`src/rtl/lvec_timer_pkg.sv`:
```
package lvec_timer_pkg;
  localparam int unsigned DATA_W = 32;
  localparam int unsigned ADDR_W = 2;

  localparam logic [ADDR_W-1:0] A_ENTRY = 2'd0;
  localparam logic [ADDR_W-1:0] A_INIT  = 2'd1;
  localparam logic [ADDR_W-1:0] A_CUR   = 2'd2;

  // writable entry bits: vec, mode, polarity, trigger, mask, periodic
  localparam logic [DATA_W-1:0] ENTRY_WMASK = 32'h0003_A7FF;
  localparam logic [DATA_W-1:0] ENTRY_RST   = 32'h0001_0000;

  typedef struct packed {
    logic [13:0] rsvd;
    logic        periodic;
    logic        mask;
    logic        level;
    logic        rirr;
    logic        pol;
    logic        busy;
    logic        rsv11;
    logic [2:0]  mode;
    logic [7:0]  vec;
  } entry_t;

  typedef struct packed {
    logic [7:0] vec;
    logic [2:0] mode;
    logic       level;
  } req_t;
endpackage

```
`src/rtl/lvec_timer_regs.sv`:
```
module lvec_timer_regs
  import lvec_timer_pkg::*;
#(
  parameter int unsigned CNT_W = 32
) (
  input  logic              clk_i,
  input  logic              rst_ni,
  input  logic              wr_en_i,
  input  logic [ADDR_W-1:0] addr_i,
  input  logic [DATA_W-1:0] wdata_i,
  input  logic [CNT_W-1:0]  cur_i,
  output entry_t            entry_o,
  output logic [CNT_W-1:0]  init_o,
  output logic              load_o,
  output logic [DATA_W-1:0] rdata_o
);
  logic [DATA_W-1:0] entry_q;
  logic [CNT_W-1:0]  init_q;
  logic              entry_we;

  assign entry_we = wr_en_i && (addr_i == A_ENTRY);
  assign load_o   = wr_en_i && (addr_i == A_INIT);

  always_ff @(posedge clk_i or negedge rst_ni) begin
    if (!rst_ni) begin
      entry_q <= ENTRY_RST;
    end else if (entry_we) begin
      entry_q <= wdata_i & ENTRY_WMASK;
    end
  end

  always_ff @(posedge clk_i or negedge rst_ni) begin
    if (!rst_ni) begin
      init_q <= '0;
    end else if (load_o) begin
      init_q <= wdata_i[CNT_W-1:0];
    end
  end

  assign entry_o = entry_t'(entry_q);
  assign init_o  = init_q;

  always_comb begin
    unique case (addr_i)
      A_ENTRY: rdata_o = entry_q;
      A_INIT:  rdata_o = DATA_W'(init_q);
      A_CUR:   rdata_o = DATA_W'(cur_i);
      default: rdata_o = '0;
    endcase
  end
endmodule

```
`src/rtl/lvec_timer_cnt.sv`:
```
module lvec_timer_cnt #(
  parameter int unsigned CNT_W = 32
) (
  input  logic             clk_i,
  input  logic             rst_ni,
  input  logic             load_i,
  input  logic [CNT_W-1:0] load_val_i,
  input  logic [CNT_W-1:0] init_i,
  input  logic             tick_i,
  input  logic             periodic_i,
  output logic [CNT_W-1:0] cur_o,
  output logic             expire_o
);
  localparam logic [CNT_W-1:0] ONE = CNT_W'(1);

  logic [CNT_W-1:0] cur_q, cur_d;
  logic             step;

  assign step     = tick_i && !load_i && (cur_q != '0);
  assign expire_o = step && (cur_q == ONE);

  always_comb begin
    cur_d = cur_q;
    if (load_i)          cur_d = load_val_i;
    else if (expire_o)   cur_d = periodic_i ? init_i : '0;
    else if (step)       cur_d = cur_q - ONE;
  end

  always_ff @(posedge clk_i or negedge rst_ni) begin
    if (!rst_ni) cur_q <= '0;
    else         cur_q <= cur_d;
  end

  assign cur_o = cur_q;
endmodule

```
`src/rtl/lvec_timer_req.sv`:
```
module lvec_timer_req
  import lvec_timer_pkg::*;
(
  input  logic   clk_i,
  input  logic   rst_ni,
  input  logic   expire_i,
  input  logic   mask_i,
  input  req_t   fields_i,
  output logic   irq_o,
  output req_t   fields_o
);
  logic irq_q;
  req_t fld_q;

  always_ff @(posedge clk_i or negedge rst_ni) begin
    if (!rst_ni) begin
      irq_q <= 1'b0;
      fld_q <= '0;
    end else begin
      irq_q <= expire_i && !mask_i;
      if (expire_i) fld_q <= fields_i;
    end
  end

  assign irq_o    = irq_q;
  assign fields_o = fld_q;
endmodule

```
`src/rtl/lvec_timer.sv`:
```
module lvec_timer
  import lvec_timer_pkg::*;
#(
  parameter int unsigned CNT_W = 32
) (
  input  logic        clk_i,
  input  logic        rst_ni,
  input  logic        wr_en_i,
  input  logic [1:0]  addr_i,
  input  logic [31:0] wdata_i,
  output logic [31:0] rdata_o,
  input  logic        tick_i,
  output logic        irq_o,
  output logic [7:0]  irq_vector_o,
  output logic [2:0]  irq_mode_o,
  output logic        irq_level_o
);
  entry_t           entry;
  logic [CNT_W-1:0] init_cnt;
  logic [CNT_W-1:0] cur_cnt;
  logic             init_load;
  logic             expire;
  req_t             req_in, req_out;

  lvec_timer_regs #(.CNT_W(CNT_W)) u_regs (
    .clk_i   (clk_i),
    .rst_ni  (rst_ni),
    .wr_en_i (wr_en_i),
    .addr_i  (addr_i),
    .wdata_i (wdata_i),
    .cur_i   (cur_cnt),
    .entry_o (entry),
    .init_o  (init_cnt),
    .load_o  (init_load),
    .rdata_o (rdata_o)
  );

  lvec_timer_cnt #(.CNT_W(CNT_W)) u_cnt (
    .clk_i      (clk_i),
    .rst_ni     (rst_ni),
    .load_i     (init_load),
    .load_val_i (wdata_i[CNT_W-1:0]),
    .init_i     (init_cnt),
    .tick_i     (tick_i),
    .periodic_i (entry.periodic),
    .cur_o      (cur_cnt),
    .expire_o   (expire)
  );

  assign req_in = '{vec: entry.vec, mode: entry.mode, level: entry.level};

  lvec_timer_req u_req (
    .clk_i    (clk_i),
    .rst_ni   (rst_ni),
    .expire_i (expire),
    .mask_i   (entry.mask),
    .fields_i (req_in),
    .irq_o    (irq_o),
    .fields_o (req_out)
  );

  assign irq_vector_o = req_out.vec;
  assign irq_mode_o   = req_out.mode;
  assign irq_level_o  = req_out.level;
endmodule

```
`config.mk`:
```
export PLATFORM = sky130hd
export DESIGN_NAME = lvec_timer
export DESIGN_NICKNAME = d
export VERILOG_FILES = /design/src/rtl/lvec_timer_pkg.sv /design/src/rtl/lvec_timer_regs.sv /design/src/rtl/lvec_timer_cnt.sv /design/src/rtl/lvec_timer_req.sv /design/src/rtl/lvec_timer.sv
export SDC_FILE = /design/constraint.sdc
export NUM_CORES = 1
export LEC_CHECK = 0
export ABC_AREA = 1
export ABC_CLOCK_PERIOD_IN_PS = 2200
export BUFFER_PORTS_ARGS = -buffer_cell sky130_fd_sc_hd__buf_2
export CAP_MARGIN = 30
export CORE_AREA = 3 3 112 114
export DETAILED_ROUTE_END_ITERATION = 7
export DIE_AREA = 0 0 115 117
export PLACE_DENSITY_LB_ADDON = 0.3
export SYNTH_ARGS = -nofsm -noshare
export SYNTH_HDL_FRONTEND = slang
export SYNTH_SLANG_ARGS = --single-unit
```
`constraint.sdc`:
```
create_clock -name clk_i -period 2.2 [get_ports clk_i]
set_clock_uncertainty 0.1 [all_clocks]
set_input_delay 0.44 -clock clk_i [delete_from_list [all_inputs] [get_ports clk_i]]
set_output_delay 0.44 -clock clk_i [all_outputs]
set_load 0.005 [all_outputs]
```
Yosys cells after proc, flatten, opt, wreduce, memory -nomap -nowiden. Cells that the tools add are included.

Register bits after elaboration: 92. Input bits: 38. Output and inout bits: 45. Word-level logic and storage cells: 27.

Add/sub/neg operators: 1. Eq/ne operators: 3. Multiplexer cells: 5. Reduce and logical (&&, ||, !) cells: 11.

Operator list (number): 32-bit 2-to-1 mux (4); 32-bit case mux with 3 select lines (1); 32-bit by 1-bit equality test with 1-bit output (second input constant) (1); 32-bit nonzero test (1); 32-bit by 1-bit subtractor with 32-bit output (second input constant) (1); 1-bit logical AND (6); 3-bit nonzero test (1); 2-bit by 1-bit equality test with 1-bit output (second input constant) (1); 2-bit equality test (second input constant) (1); 1-bit zero test (2); 2-bit zero test (1).

Depth between registers and ports, before layout. Gate-level depths: netlist of the first run.

Depth after elaboration: 8. Mapped depth: 13. Gate-level depth less buffers: 12.

Modules after synthesis. A second synthesis of the first run with hierarchy kept.

Cell total of the unflattened synthesis: 1019. Area total of the unflattened synthesis: 6565.0 um^2.

Modules (own cells, without submodules): lvec_timer_cnt (instances 1, cells each 613, area each 3388.2 um^2, seq. area each 800.8 um^2); lvec_timer_regs (instances 1, cells each 353, area each 2687.6 um^2, seq. area each 1177.4 um^2); lvec_timer_req (instances 1, cells each 53, area each 489.2 um^2, seq. area each 325.3 um^2).

Least setup slack after synthesis of the first run. OpenSTA, ideal clock, no wires.

Path type: reg-to-reg. Start: reg u_cnt.cur_q[0], in the netlist u_cnt.cur_o[0]. End: reg u_cnt.cur_q[28], in the netlist u_cnt.cur_o[28]. Setup time: 0.122 ns. Data arrival time: 1.671 ns. Required time: 1.978 ns. Slack: 0.307 ns. Cell stages (with the launch flop): 13. Buffers on the path: 1. Period minus slack after synthesis: 1.893 ns. Path through: dfrtp_1 -> inv_1 -> ha_1 -> nand2_2 -> nor2_4 -> nand2_2 -> nor2_2 -> nor2_4 -> nor2_8 -> inv_2 -> buf_6 -> nor2_1 -> a21oi_2.

Cells in the longest elaborated chain, start to end: 5. Elaborated cells on any way between the ends: 9. Classes of those cells: add/sub (1); eq/ne (1); mux (3); reduce/logical (4).

RTL lines: start, declared (RTL line lvec_timer_cnt.sv:16) `logic [CNT_W-1:0] cur_q, cur_d;`; start signal, assigned (RTL line lvec_timer_cnt.sv:31) `else cur_q <= cur_d;`; parallel branches: the longest is 5 deep, another holds 32-bit by 1-bit subtractor with 32-bit output.

Several ways; the timed one is not identified. The select of a mux whose other input is x is not followed. A chain may end at the register's enable or synchronous reset.

Final worst setup path of the first run.
Start: reg u_cnt.cur_q[1], in the netlist u_cnt.cur_o[1]. End: reg u_cnt.cur_q[12], in the netlist u_cnt.cur_o[12].

The elaborated chain is that of the path after synthesis.

==> results.txt, run 1 <==
----------------------------------------------------
[GRT]
  Antenna violations before repair ... 0
  First-pass GRT wire length ... 25260 µm
  Overall overflow remaining after global route ... 0
  Tot GR Track Use ... 24.17%
  Largest net degree at the start of global routing ... 54
  Via count of the first global-routing pass ... 5102

[Detailed routing]
  Highest layer used for signal routing ... met4
  M1 wire length ... 6854 µm
  Violation count after the first detailed-routing iteration ... 387
  Number of vias per cell after detailed routing ... 5.374
  Post-route antenna net violation count ... 0
  DR WL met2 ... 7516 µm
  Vias post-DR ... 5207
  First-pass DRT Iterations ... 6
  Residual DRC ... 0
  Total routed wirelength ... 15470 µm
  Average wire length per cell after detail routing ... 15.96 µm
  Sum of met3 wire segment lengths after detailed routing ... 687 µm

[Layout]
  Fill cell instance count of the final layout ... 1112
  Fin nets ... 861
  Growth of design area from synthesis to finish ... 18.33%
  Total inserted antenna cells ... 0
  Fraction of layout cells with a size suffix above 1 ... 20.82%

[Synthesis]
  Post-synthesis cell type with the largest combined area ... dfrtp_1
  Fraction of synthesis flops using an asynchronous set or reset pin ... 100.0%
  Commonest cells in the netlist ... nand2_1, dfrtp_1, nor2_1
  Seq/Total Area, Yosys ... 42.46%
  Number of synthesized flops with an enable pin ... 0
  Number of warnings issued by yosys ... 0
  Number of library cell types mapped by synthesis ... 31
  Number of flip-flops and latches in the synthesized netlist ... 92
  Main area contributors after synthesis ... dfrtp_1, nand2_1, nor2_1
  Gate Count Post-Synth ... 733
  Area share of the leading cell type in the synthesized netlist ... 41.97%
  Most common cell in the netlist ... nand2_1
  Ys flop type ... dfrtp_1
  Post-synthesis instance area ... 0.005425 mm²
  Net Count, Synth ... 773
  Syn_area_per_cell ... 7.401 µm²

[Timing]
  Actual transition at the worst max-transition pin ... 0.5139 ns
  Time the worst path needs with I/O delays and setup ... 2.021 ns
  Worst Setup Slack, final ... 0.1788 ns
  Final total negative setup slack ... 0 ns
  Unrepaired setup endpoints after global routing ... false
  Final Hold Violating Endpoints ... 0
  Final setup vio count ... 0
  Tightest slew margin relative to the limit ... 65.74%
  Ratio of final minimum period to clock period ... 91.87%
  Upper clock frequency limit ... 494.7 MHz
  Number of slew-limit violations in the final report ... 0

[Power and ir drop]
  Logic pwr share ... 28.8%
  Power share of the sequential group ... 43.2%
  Sw Share ... 35.95%
  Net load switching power ... 0.001959 W
  Power density over cell area ... 848.7 mW/mm²
  Static leakage ... 3.176 nW
  Maximum vdd ir drop ... 0.0004770 V
  Power Internal ... 0.003490 W
  Clock network power share ... 28.0%

[Floorplan]
  Vert. Die Dim ... 117 µm
  Cell row count ... 39
  Floorplan Core Area ... 0.01152 mm²
  Number of I/O pins ... 83
  Horizontal die dimension ... 115 µm
  Initial cell density of the core ... 47.11%
  Die area ... 0.01346 mm²

[Flow run]
  Number of maximum-capacitance constraint violations ... 0

[Clock network]
  Worst-case clock buffer depth ... 2
  Root Buffer Master ... clkbuf_16
  Clock transition at the register clock pins on the worst setup and hold paths after CTS ... 0.07 ns
  TritonCTS buffer count ... 9
  Total clock sinks ... 92
  Post-CTS setup buffers ... 0
  CTS tree ... yes
  Clock latency on the worst-skew pair ... 0.36 ns
  H-tree depth ... 3

[Critical path]
  CP peak stage delay ... 0.38 ns
  Required time at the worst-slack endpoint ... 2.38 ns
  Crit Path Class ... reg2reg
  Sort of element at the end of the critical path ... flop
  CP max stage cell ... dfrtp_1
  Length in cells of the worst reg-to-reg path ... 11
  Arrival @ worst endpoint ... 2.20 ns
  Maximum fanout count along the critical path ... 5
  Crit path top cell by count ... inv_1
  Cells traversed along the worst timing path ... inv_1, ha_2, nand2_2, nor2_4, buf_4, nand3_1, inv_1, nor2_1, o21ai_0, nand2_1, a21oi_1
  Minimum setup slack among reg-to-reg paths ... 0.18 ns
  Largest delay contributor family on the critical path ... simple AND/OR/NAND/NOR gates
  Origin of the critical flop-to-flop path ... u_cnt.cur_o[1]
  Count of buffer and inverter cells on the critical path ... 3
  Critical path launch point type ... flop
  Critical register-to-register path endpoint ... u_cnt.cur_o[12]

[Placement]
  HPWL reported at the end of detailed placement ... 11340 µm
  Port bufs ... 82
  Worst slack at placement ... 0.09467 ns
  Final weighted congestion of routability-driven global placement ... 0.9546

[Run status]
  Outcome ... complete, no violations

[Hold path]
  Hold endpoint ... u_regs.init_o[19]
  Cell depth of the worst hold path ... 3
  HP Start ... wdata_i[19]
  Worst hold path class ... in2reg

----------------------------------------------------
[power groups by stage]
stage	clock (W)	combinational, W	sequential [W]
5_1_grt	0.00162	0.00178	0.00241
2_1_floorplan	0	0.00106	0.00229
4_1_cts	0.00155	0.00157	0.00235
3_3_place_gp	0	0.00151	0.00236
6_report	0.00153	0.00157	0.00236
3_5_place_dp	0	0.00155	0.00237
[worst reg2reg max path, cell delays in order, from the launching register on]
cell     delay, ns
dfrtp_1       0.38
inv_1         0.12
ha_2          0.22
nand2_2       0.10
nor2_4        0.15
buf_4         0.15
nand3_1       0.13
inv_1         0.21
nor2_1        0.05
o21ai_0       0.14
nand2_1       0.07
a21oi_1       0.13
[registers in the layout, indices dropped and copies added (netlist names)]
name	count
u_cnt.cur_o	32
u_req.irq_o	1
u_regs.init_o	32
u_req.fields_o	12
u_regs.entry_o	15
[cell type report]
cell class                 instances  area [µm²]  area share (%)
tap                              143       178.9           2.787
clock buffer                      11       252.7           3.937
timing repair buffer             110       678.2           10.56
inverter                          78       295.3           4.599
multi-input combinational        530        2676           41.69
clock inverter                     5       35.03          0.5457
sequential                        92        2303           35.88
[worst max-delay path by stage]
stage / start / cells past startpoint / end
after floorplan: u_cnt.cur_o[0] / 12 / u_cnt.cur_o[28]
after global placement: u_cnt.cur_o[20] / 9 / u_cnt.cur_o[15]
after detailed placement: addr_i[0] / 10 / u_cnt.cur_o[0]
after CTS: u_cnt.cur_o[20] / 9 / u_cnt.cur_o[0]
after global routing: u_cnt.cur_o[1] / 11 / u_cnt.cur_o[11]
final: u_cnt.cur_o[1] / 11 / u_cnt.cur_o[12]
[logic make-up (layout without fill, tap and decap cells)]
| logic type | after synthesis | after routing | share of synthesized area, % |
|---|---|---|---|
| XOR/XNOR | 20 | 20 | 3.229 |
| flip-flops | 92 | 92 | 42.46 |
| AO/OA/AOI/OAI | 132 | 132 | 14.00 |
| multiplexers | 15 | 15 | 3.113 |
| buffers and inverters | 111 | 204 | 8.395 |
| AND/OR/NAND/NOR | 361 | 361 | 28.34 |
| adder cells (fa/ha/maj) | 2 | 2 | 0.4612 |
[stage by stage]
stage	util, %	cells	power [W]	hold slack (ns)	instance area [µm²]
6_report	55.75	969	0.005449	0.2068	6420
5_1_grt	55.75	969	0.005806	0.2063	6420
4_1_cts	55.51	969	0.005459	0.2001	6392
3_5_place_dp	52.92	952	0.003927	0.3498	6095
3_3_place_gp	52.92	952	0.003874	0.3458	6095
2_1_floorplan	-	733	0.003348	0.04441	5425
[layer usage]
layer	up-vias	GRT usage (%)
met5	-	0
met2	151	40.55
met4	0	11.89
li1	2541	-
met1	2485	30.66
met3	30	3.599
[cells in the final DEF, fill, tap and decap left out, types with 2 or more instances in the layout]
cell and n:
nand2_1 213, dfrtp_1 91, buf_2 81, nor2_1 73, inv_1 72, nand3_1 50
o21ai_0 45, a21oi_1 43, buf_4 22, xor2_1 20, o22ai_1 16, o221ai_1 15
mux2_2 15, clkbuf_16 9, o21ai_1 8, nor2_2 7, nand2_2 6, nor2_4 4
a21oi_2 4, inv_2 3, buf_12 3, clkinv_1 2, nor2_8 2, nand4_1 2
clkbuf_8 2, clkinv_2 2, buf_6 2
[timing repair]
| action | CTS | global route |
|---|---|---|
| hold buffers | 1 | 0 |
| setup endpoints to repair | 0 | 44 |
| gates resized for setup | 0 | 13 |
| hold endpoints to repair | 35 | 0 |
(Power assumes the default switching activity.)
==> run 2: changes to the inputs <==
Settings changed: CTS_BUF_LIST set to sky130_fd_sc_hd__clkbuf_2, REMOVE_ABC_BUFFERS set to 1.
==> run 2 against run 1 <==
Register-to-register slack got worse by 0.03 ns. Largest power group unchanged. Sequential power about the same. Combinational power is 6% higher. Non-clock buffer count is 38 higher. Fmax is 3.3% lower. Setup slack got worse by 0.070 ns. Die area unchanged. Cell count rose by 3.9%. Flip-flop and latch count stayed put. First-iteration DRC count is 21% lower. Largest cell class unchanged. Total power is 11% lower. Cell area up 3.4%.
==> results.txt, run 2 (synthesized netlist as in run 1, its figures left out) <==
----------------------------------------------------
[Clock network]
  Clock transition at the register clock pins on the worst setup and hold paths after CTS ... 0.26 ns (was 0.07 ns)
  Worst-case clock buffer depth ... 2 (unchanged)
  TritonCTS buffer count ... 9 (unchanged)
  Root Buffer Master ... clkbuf_2 (was clkbuf_16)
  H-tree depth ... 3 (unchanged)
  Total clock sinks ... 92 (unchanged)
  Clock latency on the worst-skew pair ... 0.62 ns (was 0.36 ns)
  CTS tree ... yes (unchanged)

[Critical path]
  Origin of the critical flop-to-flop path ... u_cnt.cur_o[19] (was u_cnt.cur_o[1])
  Length in cells of the worst reg-to-reg path ... 10 (was 11)
  Required time at the worst-slack endpoint ... 1.66 ns (was 2.38 ns)
  Critical path launch point type ... flop (unchanged)
  Maximum fanout count along the critical path ... 4 (was 5)
  Arrival @ worst endpoint ... 1.55 ns (was 2.20 ns)
  Sort of element at the end of the critical path ... output port (was flop)
  Crit Path Class ... reg2out (was reg2reg)
  Worst setup path startpoint ... u_cnt.cur_o[10] (was u_cnt.cur_o[1])

[Timing]
  Fin Hold WS ... 0.2305 ns (was 0.2068 ns)
  Actual transition at the worst max-transition pin ... 0.5360 ns (was 0.5139 ns)
  Time the worst path needs with I/O delays and setup ... 2.091 ns (was 2.021 ns)
  Ratio of final minimum period to clock period ... 95.04% (was 91.87%)
  Number of slew-limit violations in the final report ... 0 (unchanged)
  Final Hold Violating Endpoints ... 0 (unchanged)
  Unrepaired setup endpoints after global routing ... false (unchanged)
  Tightest slew margin relative to the limit ... 64.26% (was 65.74%)
  Final setup vio count ... 0 (unchanged)
  Upper clock frequency limit ... 478.3 MHz (was 494.7 MHz)

[Power and ir drop]
  Clock network power share ... 18.1% (was 28.0%)
  Sw Share ... 38.28% (was 35.95%)
  Final Total Pwr ... 0.004873 W (was 0.005449 W)
  Power Internal ... 0.003008 W (was 0.003490 W)
  Power density over cell area ... 734.4 mW/mm² (was 848.7 mW/mm²)
  Net load switching power ... 0.001866 W (was 0.001959 W)
  Maximum vdd ir drop ... 0.0005610 V (was 0.0004770 V)
  Power share of the sequential group ... 47.8% (was 43.2%)
  Logic pwr share ... 34.2% (was 28.8%)
  Static leakage ... 3.269 nW (was 3.176 nW)

[Placement]
  Final weighted congestion of routability-driven global placement ... 0.9019 (was 0.9546)
  Port bufs ... 82 (unchanged)
  HPWL reported at the end of detailed placement ... 10810 µm (was 11340 µm)
  Placement Cell Area ... 0.006137 mm² (was 0.006095 mm²)

[GRT]
  Via count of the first global-routing pass ... 5132 (was 5102)
  Overall overflow remaining after global route ... 0 (unchanged)
  Tot GR Track Use ... 23.61% (was 24.17%)
  Antenna violations before repair ... 0 (unchanged)
  First-pass GRT wire length ... 25280 µm (was 25260 µm)
  Largest net degree at the start of global routing ... 93 (was 54)

[Layout]
  Growth of design area from synthesis to finish ... 22.32% (was 18.33%)
  Fill cell instance count of the final layout ... 1107 (was 1112)
  Final std cell area, no fill ... 0.006636 mm² (was 0.006420 mm²)
  Total inserted antenna cells ... 0 (unchanged)
  Fraction of layout cells with a size suffix above 1 ... 20.95% (was 20.82%)
  Most common library cell in the layout ignoring fill and taps ... nand2_1 (unchanged)
  Fin nets ... 899 (was 861)
  Top library cells by usage in the layout, fill and taps aside ... nand2_1, dfrtp_1, buf_2, nor2_1, inv_1 (unchanged)

[Run status]
  Outcome ... complete, no violations (unchanged)

[Floorplan]
  Floorplan Core Area ... 0.01152 mm² (unchanged)
  Number of I/O pins ... 83 (unchanged)
  Cell row count ... 39 (unchanged)
  Initial cell density of the core ... 47.11% (unchanged)
  Vert. Die Dim ... 117 µm (unchanged)
  Die area ... 0.01346 mm² (unchanged)
  Horizontal die dimension ... 115 µm (unchanged)

[Hold path]
  Worst hold path class ... in2async (was in2reg)

[Detailed routing]
  Post-route antenna net violation count ... 0 (unchanged)
  Residual DRC ... 0 (unchanged)
  Violation count after the first detailed-routing iteration ... 304 (was 387)
  Total routed wirelength ... 15080 µm (was 15470 µm)
  Number of vias per cell after detailed routing ... 5.255 (was 5.374)
  Vias post-DR ... 5292 (was 5207)
  Average wire length per cell after detail routing ... 14.97 µm (was 15.96 µm)
  First-pass DRT Iterations ... 5 (was 6)

[Flow run]
  Number of maximum-capacitance constraint violations ... 0 (unchanged)

----------------------------------------------------
==> run 2: changes by cell type in the layout (fill, tap and decap cells not counted), sizes merged <==
cell	previous run	this run
dlygate4sd3	1	33
clkinv	5	4
buf	109	114
bufinv	0	1
inv	77	78
==> run 2: final timing paths <==
| path | to | slack (ns) |
|---|---|---|
| worst max-delay path | rdata_o[10] | 0.11 |
| max in group asynchronous | u_cnt.cur_o[2] | 1.30 |
| min in group clk_i | u_cnt.cur_o[0] | 0.24 |
| worst max register to register | u_cnt.cur_o[20] | 0.15 |
| worst min register to register | u_req.fields_o[10] | 0.42 |
| worst min-delay path | u_regs.init_o[31] | 0.23 |
==> run 2: metrics by stage <==
step,util (%),setup slack [ns],setup TNS [ns],instances
CTS,57.14,0.03013,0,1005
floorplan,-,-0.2356,-4.870,700
detailed placement,53.29,0.09881,0,956
global placement,53.29,0.1624,0,956
global route,57.63,0.001342,0,1007
finish,57.63,0.1092,0,1007
==> run 2: power by group through the flow <==
stage | Sequential (W) | Clock, W | Combinational [W]
3_5_place_dp | 0.00235 | 0 | 0.00159
3_3_place_gp | 0.00233 | 0 | 0.00157
2_1_floorplan | 0.00231 | 0 | 0.00101
6_report | 0.00233 | 0.000881 | 0.00167
4_1_cts | 0.00232 | 0.000902 | 0.00165
5_1_grt | 0.00238 | 0.000979 | 0.00190
==> run 2: metal layers <==
layer | global-route usage, % | share of wire (%)
met1 | 31.17 | 46
met2 | 40.01 | 48
met3 | 4.010 | 4.5
met4 | 7.042 | 1.5
met5 | 0 | 0
==> run 2: area by class of cell <==
class | count | area (µm²) | share of cell area [%]
sequential | 92 | 2310 | 34.80
multi-input combinational | 530 | 2675 | 40.31
timing repair buffer | 148 | 1062 | 16.01
tap | 143 | 178.9 | 2.696
inverter | 78 | 297.8 | 4.487
clock buffer | 10 | 50.05 | 0.7541
clock inverter | 6 | 62.56 | 0.9427
==> run 2: repair_timing <==
action,in CTS,in global routing
hold buffers,33,0
setup buffers,0,1
setup endpoints to repair,0,48
hold endpoints to repair,155,0
gates resized for setup,0,15
==> run 2: worst max-delay path, stage by stage, from the launching register on <==
cell and delay [ns]:
dfrtp_1 0.48, inv_1 0.09, o221ai_1 0.21, buf_2 0.15
